`src/rtl/smc_pkg.sv`:
```
// Package: shared state type and mode codes for the safety mode controller.
// Assumes: mode codes are consumed by external logic and must stay fixed.
package smc_pkg;

    typedef enum logic [2:0] {
        ST_BOOT    = 3'd0,
        ST_RUN     = 3'd1,
        ST_CFG     = 3'd2,
        ST_RESTART = 3'd3,
        ST_SAFE    = 3'd4,
        ST_OBSERVE = 3'd5
    } state_e;

    localparam logic [2:0] MODE_BOOT = 3'd0;
    localparam logic [2:0] MODE_RUN  = 3'd1;
    localparam logic [2:0] MODE_CFG  = 3'd2;
    localparam logic [2:0] MODE_SUS  = 3'd3;
    localparam logic [2:0] MODE_SAFE = 3'd4;

    // Map an internal state onto the externally visible mode code.
    function automatic logic [2:0] mode_of(state_e s);
        case (s)
            ST_BOOT:               return MODE_BOOT;
            ST_RUN:                return MODE_RUN;
            ST_CFG:                return MODE_CFG;
            ST_RESTART,
            ST_OBSERVE:            return MODE_SUS;
            default:               return MODE_SAFE;
        endcase
    endfunction

endpackage

```
`src/rtl/smc_test_gate.sv`:
```
// Module: combines the per-test pass bits into a single verdict.
// Assumes: pass bits are meaningful only while valid_i is high.
module smc_test_gate #(
    parameter int N_TESTS = 3
) (
    input  logic               valid_i,
    input  logic [N_TESTS-1:0] pass_i,
    output logic               ok_o,
    output logic               fail_o
);

    logic [N_TESTS:0] chain;

    assign chain[0] = 1'b1;

    // AND chain over all tests, one stage per test.
    for (genvar g = 0; g < N_TESTS; g++) begin : g_and
        assign chain[g+1] = chain[g] & pass_i[g];
    end

    // Verdict is only produced while the results are valid.
    always_comb begin
        ok_o   = valid_i &  chain[N_TESTS];
        fail_o = valid_i & ~chain[N_TESTS];
    end

endmodule

```
`src/rtl/smc_dwell_timer.sv`:
```
// Module: counts cycles spent in the current state, saturating at MAX.
// Assumes: clear_i is high in the cycle before a state change.
module smc_dwell_timer #(
    parameter int MAX = 64,
    localparam int W  = $clog2(MAX + 1)
) (
    input  logic         clk,
    input  logic         rst_n,
    input  logic         clear_i,
    output logic [W-1:0] count_o
);

    localparam logic [W-1:0] TOP = W'(MAX);

    // Dwell counter: restarts on state change, otherwise counts up to TOP.
    always_ff @(posedge clk) begin
        if (!rst_n)               count_o <= '0;
        else if (clear_i)         count_o <= '0;
        else if (count_o != TOP)  count_o <= count_o + 1'b1;
    end

endmodule

```
`src/rtl/smc_mode_fsm.sv`:
```
// Module: mode sequencer with suspect phase (restart, then observation window).
// Assumes: inputs are synchronous to clk; the time-outs are at least 1.
module smc_mode_fsm
    import smc_pkg::*;
#(
    parameter int STARTUP_TMO = 1000,
    parameter int RESTART_TMO = 64,
    parameter int WINDOW      = 32,
    localparam int MAXL = (STARTUP_TMO > RESTART_TMO)
                          ? ((STARTUP_TMO > WINDOW) ? STARTUP_TMO : WINDOW)
                          : ((RESTART_TMO > WINDOW) ? RESTART_TMO : WINDOW),
    localparam int CW   = $clog2(MAXL + 1)
) (
    input  logic          clk,
    input  logic          rst_n,
    input  logic          st_ok_i,
    input  logic          st_fail_i,
    input  logic          cfg_req_i,
    input  logic          cfg_done_i,
    input  logic          err_det_i,
    input  logic          restart_done_i,
    input  logic [CW-1:0] dwell_i,
    output logic          dwell_clr_o,
    output logic [2:0]    mode_o,
    output logic          restart_req_o,
    output logic          safe_off_o
);

    localparam logic [CW-1:0] BOOT_LAST = CW'(STARTUP_TMO - 1);
    localparam logic [CW-1:0] RST_LAST  = CW'(RESTART_TMO - 1);
    localparam logic [CW-1:0] WIN_LAST  = CW'(WINDOW - 1);

    state_e state_q, state_d;

    // Next-state selection; error events take priority over configuration.
    always_comb begin
        state_d = state_q;
        unique case (state_q)
            ST_BOOT: begin
                if (st_fail_i)                  state_d = ST_SAFE;
                else if (st_ok_i)               state_d = ST_RUN;
                else if (dwell_i == BOOT_LAST)  state_d = ST_SAFE;
            end
            ST_RUN: begin
                if (err_det_i)                  state_d = ST_RESTART;
                else if (cfg_req_i)             state_d = ST_CFG;
            end
            ST_CFG: begin
                if (err_det_i)                  state_d = ST_RESTART;
                else if (cfg_done_i)            state_d = ST_RUN;
            end
            ST_RESTART: begin
                if (restart_done_i)             state_d = ST_OBSERVE;
                else if (dwell_i == RST_LAST)   state_d = ST_SAFE;
            end
            ST_OBSERVE: begin
                if (err_det_i)                  state_d = ST_SAFE;
                else if (dwell_i == WIN_LAST)   state_d = ST_RUN;
            end
            default:                            state_d = ST_SAFE;
        endcase
    end

    // State register, boot mode after power-on reset.
    always_ff @(posedge clk) begin
        if (!rst_n) state_q <= ST_BOOT;
        else        state_q <= state_d;
    end

    // Outputs decoded from the registered state.
    always_comb begin
        dwell_clr_o   = (state_d != state_q);
        mode_o        = mode_of(state_q);
        restart_req_o = (state_q == ST_RESTART);
        safe_off_o    = (state_q == ST_SAFE);
    end

    // Marks cycles for which $past refers to a post-reset value.
    logic past_ok;
    always_ff @(posedge clk) begin
        if (!rst_n) past_ok <= 1'b0;
        else        past_ok <= 1'b1;
    end

    p_safe_absorbing_r10: assert property (@(posedge clk) disable iff (!rst_n)
        (state_q == ST_SAFE) |=> (state_q == ST_SAFE && safe_off_o && !restart_req_o));

    p_run_needs_pass_r2: assert property (@(posedge clk) disable iff (!rst_n)
        (past_ok && state_q == ST_RUN && $past(state_q) == ST_BOOT) |-> $past(st_ok_i));

    p_cfg_only_from_run_r4: assert property (@(posedge clk) disable iff (!rst_n)
        (past_ok && state_q == ST_CFG && $past(state_q) != ST_CFG)
        |-> ($past(state_q) == ST_RUN));

    p_restart_held_r6: assert property (@(posedge clk) disable iff (!rst_n)
        (restart_req_o && !restart_done_i)
        |=> (restart_req_o || state_q == ST_SAFE));

    p_window_full_r9: assert property (@(posedge clk) disable iff (!rst_n)
        (past_ok && state_q == ST_RUN && $past(state_q) == ST_OBSERVE)
        |-> ($past(dwell_i) == WIN_LAST));

endmodule

```
`src/rtl/safety_mode_ctrl.sv`:
```
// Module: top of the safety operating-mode controller.
// Assumes: self-test results arrive as a single valid cycle with all pass bits.
module safety_mode_ctrl #(
    parameter int N_TESTS     = 3,
    parameter int STARTUP_TMO = 1000,
    parameter int RESTART_TMO = 64,
    parameter int WINDOW      = 32
) (
    input  logic               clk,
    input  logic               rst_n,
    input  logic               st_valid_i,
    input  logic [N_TESTS-1:0] st_pass_i,
    input  logic               cfg_req_i,
    input  logic               cfg_done_i,
    input  logic               err_det_i,
    input  logic               restart_done_i,
    output logic [2:0]         mode_o,
    output logic               restart_req_o,
    output logic               safe_off_o
);

    localparam int MAXL = (STARTUP_TMO > RESTART_TMO)
                          ? ((STARTUP_TMO > WINDOW) ? STARTUP_TMO : WINDOW)
                          : ((RESTART_TMO > WINDOW) ? RESTART_TMO : WINDOW);
    localparam int CW   = $clog2(MAXL + 1);

    logic          st_ok, st_fail, dwell_clr;
    logic [CW-1:0] dwell;

    smc_test_gate #(.N_TESTS(N_TESTS)) u_gate (
        .valid_i (st_valid_i),
        .pass_i  (st_pass_i),
        .ok_o    (st_ok),
        .fail_o  (st_fail)
    );

    smc_dwell_timer #(.MAX(MAXL)) u_timer (
        .clk     (clk),
        .rst_n   (rst_n),
        .clear_i (dwell_clr),
        .count_o (dwell)
    );

    smc_mode_fsm #(
        .STARTUP_TMO (STARTUP_TMO),
        .RESTART_TMO (RESTART_TMO),
        .WINDOW      (WINDOW)
    ) u_fsm (
        .clk            (clk),
        .rst_n          (rst_n),
        .st_ok_i        (st_ok),
        .st_fail_i      (st_fail),
        .cfg_req_i      (cfg_req_i),
        .cfg_done_i     (cfg_done_i),
        .err_det_i      (err_det_i),
        .restart_done_i (restart_done_i),
        .dwell_i        (dwell),
        .dwell_clr_o    (dwell_clr),
        .mode_o         (mode_o),
        .restart_req_o  (restart_req_o),
        .safe_off_o     (safe_off_o)
    );

endmodule

```
`config.mk`:
```
export PLATFORM = sky130hd
export DESIGN_NAME = safety_mode_ctrl
export DESIGN_NICKNAME = d
export VERILOG_FILES = /design/src/rtl/smc_pkg.sv /design/src/rtl/smc_test_gate.sv /design/src/rtl/smc_dwell_timer.sv /design/src/rtl/smc_mode_fsm.sv /design/src/rtl/safety_mode_ctrl.sv
export SDC_FILE = /design/constraint.sdc
export NUM_CORES = 1
export LEC_CHECK = 0
export BUFFER_PORTS_ARGS = -buffer_cell sky130_fd_sc_hd__buf_4
export CAP_MARGIN = 20
export CORE_UTILIZATION = 49
export DETAILED_ROUTE_END_ITERATION = 8
export PLACE_DENSITY = 0.8
export RECOVER_POWER = 100
export REMOVE_ABC_BUFFERS = 1
export SYNTH_ARGS = -nofsm -noshare
export SYNTH_HDL_FRONTEND = slang
export SYNTH_HIERARCHICAL = 1
export SYNTH_SLANG_ARGS = --single-unit
```
`constraint.sdc`:
```
create_clock -name clk -period 2 [get_ports clk]
set_clock_uncertainty 0.2 [all_clocks]
set_input_delay 0.2 -clock clk [delete_from_list [all_inputs] [get_ports clk]]
set_output_delay 0.2 -clock clk [all_outputs]
set_load 0.02 [all_outputs]
```
==> flow_summary.yaml <==
drt:
  drt-total-wl_mm: 2.76
  dr.pass1.iters: 4
  wl_met1_mm: 1.15
  route.detailed.drc: 0
  wl_met2_mm: 1.37
  postRouteAntennaNets: 0
  dr.first_iter.drc_count: 38
  wl_per_cell_um: 14.9
  num_vias: 1087
  top_layer: "met4"
  viasPerCell: 5.88
  wl_met3_um: 195
timing:
  slew_violations: 0
  slew_headroom_pct: 65.7
  fin_crit_ps: 2010
  hold_violations: 0
  max_freq_mhz: 498
  grt_setup_unrepaired: "yes"
  fin_ws_ps: -6.93
  finalSetupViolCount: 2
  fin_crit_sh_pct: 100
  final.setup.tns_ps: -11.4
  tightest_slew_ps: 513
clock_tree:
  cts-buffers-inserted: 3
  cts_tree: "done"
  cts-root-buf: "clkbuf_4"
  worstSkewPairLatency_ps: 270
  numClockSinks: 13
  cts_setup_buffers: 0
  ctsLongestPathBuffers: 2
  htree_num_levels: 1
  path_clk_slew_ps: 80
yosys:
  synth-compound-area-share_pct: 25.6
  ys_ff_latch: 13
  netlist_instances: 123
  synthArstFlopShare_pct: 0
  synth_top_family_by_area: "simple AND/OR/NAND/NOR gates"
  yosysUniqueCellTypes: 41
  synthSimpleGateAreaFrac_pct: 34.6
  ys_warn_count: 6
  synthXorXnorAreaFrac_pct: 1.91
  syn_avg_cell_area_um2: 7.47
  synth-main-ff-cell: "dfxtp_1"
  synth_edf_count: 0
  syn_area_um2: 918
  synth.area.mux_share_pct: 0
  synth_fa_ha_area_share_pct: 2.72
  ys_seq_area_share_pct: 28.3
placement:
  hpwl_mm: 1.81
  place_congestion: 0.877
  dp_cells: 179
  dpl_cell_area_um2: 1190
  port_buffers: 14
flow_run:
  maxCapViolations: 0
pwr:
  pwr-share-clk_pct: 28.8
  ir_drop_uv: 298
  p_sw_share_pct: 29.0
  p_seq_share_pct: 48.6
  power_per_cell_area_nw_per_um2: 431
  internal-power_mw: 0.400
  leakage_nw: 0.493
  power.switching_mw: 0.164
  combPwrFrac_pct: 22.6
finish:
  drive_above_1_share_pct: 39.4
  syn2layout_area_growth_pct: 42.6
  nets: 173
  fin_cells: 185
  finish.utilization_pct: 75.1
  num_antenna_cells: 0
  fin_area_um2: 1310
setup_path:
  criticalPathCategory: "flop to flop"
  endpoint_kind: "flop"
  critPathLaunch: "u_timer/count_o[7]"
  crit_arrival_ps: 1960
  worstPathMaxFanout: 5
  required_ps: 1950
  reg2reg_from: "u_timer/count_o[7]"
  crit_path_start_kind: "flop"
global_route:
  grt_pass1_vias: 1029
  grt.overflow.total: 0
  grt_pass1_wl_mm: 4.40
  grt_usage_pct: 29.7
  antenna_found_initial: 0
  grt_max_degree: 10
run_status:
  violations: "setup timing"
  status: "complete, but fails checks"
floorplan:
  core_um2: 1750
  die_w_um: 45.3
  initial_core_util_pct: 52.6
  chipHeight_um: 45.3
  die-area_um2: 2050
  core.rowCount: 15
  io_pins: 15
hold_path:
  hold_class: "primary input to flop"
  min_from: "restart_done_i"
cell usage after synthesis, types with 2 or more instances:
library cell  number  area (µm²)
dfxtp_1           13         260
nor3b_1            2        15.0
ha_1               2        25.0
nor2b_1            3        18.8
nor3_1             3        15.0
nor4b_1            2        17.5
buf_2              2        10.0
o21a_1             4        30.0
and2_1             2        12.5
nor4_1             2        12.5
and3_1             2        12.5
xor2_1             2        17.5
or4_1              2        15.0
nor2_1            11        41.3
o21ai_0            7        35.0
a21oi_1           11        55.1
nand3_1            8        40.0
o31ai_1            2        15.0
o21ai_1            3        15.0
inv_1              9        33.8
nand2_1            7        26.3
nand4_1            5        31.3
power groups by stage:
stage / logic, mW / registers, mW / clock network [mW]
floorplan: 0.0548 / 0.280 / 0
CTS: 0.123 / 0.273 / 0.163
detailed placement: 0.107 / 0.279 / 0
global placement: 0.104 / 0.278 / 0
finish: 0.128 / 0.274 / 0.163
global route: 0.137 / 0.275 / 0.177
sequential cells by signal (all words and copies together) (netlist names):
signal,count
u_fsm/state_q,3
u_timer/count_o,10
worst paths after layout:
path,end,slack [ps],depth (start not counted)
hold / removal,u_fsm/state_q[0],240,4
hold reg to reg,u_timer/count_o[8],350,2
setup reg to reg,u_timer/count_o[7],-7,7
setup / recovery,u_timer/count_o[7],-7,7
critical path, stage by stage, from the launching register on:
cell	delay [ps]
dfxtp_2	330
and4bb_1	320
a41oi_2	140
o211ai_2	280
a211oi_2	110
a41oi_2	240
or2b_4	220
a21oi_1	50
metal layers:
metal  track usage, %  vias up
li1                 -      529
met1             36.5      498
met2             48.4       54
met3             5.20        6
met4             17.6        0
met5                0        -
cells by family after synthesis:
kind of cell,count (synthesis)
adder cells (fa/ha/maj),2
buffers and inverters,14
flip-flops,13
AND/OR/NAND/NOR,56
XOR/XNOR,2
AO/OA/AOI/OAI,36
cell usage in the layout, fill, tap and decap left out, types with 2 or more instances in the layout:
cell	synthesis	routed
dfxtp_1	13	9
clkbuf_4	0	4
nand2_1	7	7
inv_1	9	9
nand4_1	5	5
buf_4	0	33
nand3_2	1	2
nor2b_1	3	3
o21ai_1	3	3
or2b_4	0	2
nand3_1	8	7
dfxtp_2	0	4
or4_1	2	2
o21a_1	4	4
nor3_1	3	3
o31ai_1	2	2
and2_1	2	2
o21ai_0	7	6
a21oi_1	11	8
a21oi_2	0	3
ha_1	2	2
xor2_1	2	2
nor2_1	11	11
a41oi_2	1	2
cell type report:
| type | count | area [µm²] |
|---|---|---|
| timing repair buffer | 36 | 269 |
| sequential | 13 | 265 |
| inverter | 10 | 37.5 |
| fill | 134 | 435 |
| clock inverter | 1 | 5.00 |
| tap | 25 | 31.3 |
| multi-input combinational | 97 | 679 |
| clock buffer | 3 | 22.5 |
per-stage QoR:
step / power [mW] / hold WS (ps) / worst slack [ps]
6_report: 0.564 / 244 / -6.93
2_1_floorplan: 0.335 / 117 / -67.6
3_3_place_gp: 0.382 / 232 / -53.8
4_1_cts: 0.559 / 161 / -10.2
3_5_place_dp: 0.385 / 236 / -162
5_1_grt: 0.590 / 258 / -63.5
repair_timing:
| item | 4_1_cts | 5_1_grt |
|---|---|---|
| cloned | 1 | 0 |
| endpoints found under the hold margin | 2 | 0 |
| pin swaps | 3 | 8 |
| setup endpoints to repair | 9 | 10 |
| hold buffers | 1 | 0 |
| resized for setup | 12 | 8 |
Note: power is estimated with default switching activity, not from simulation.
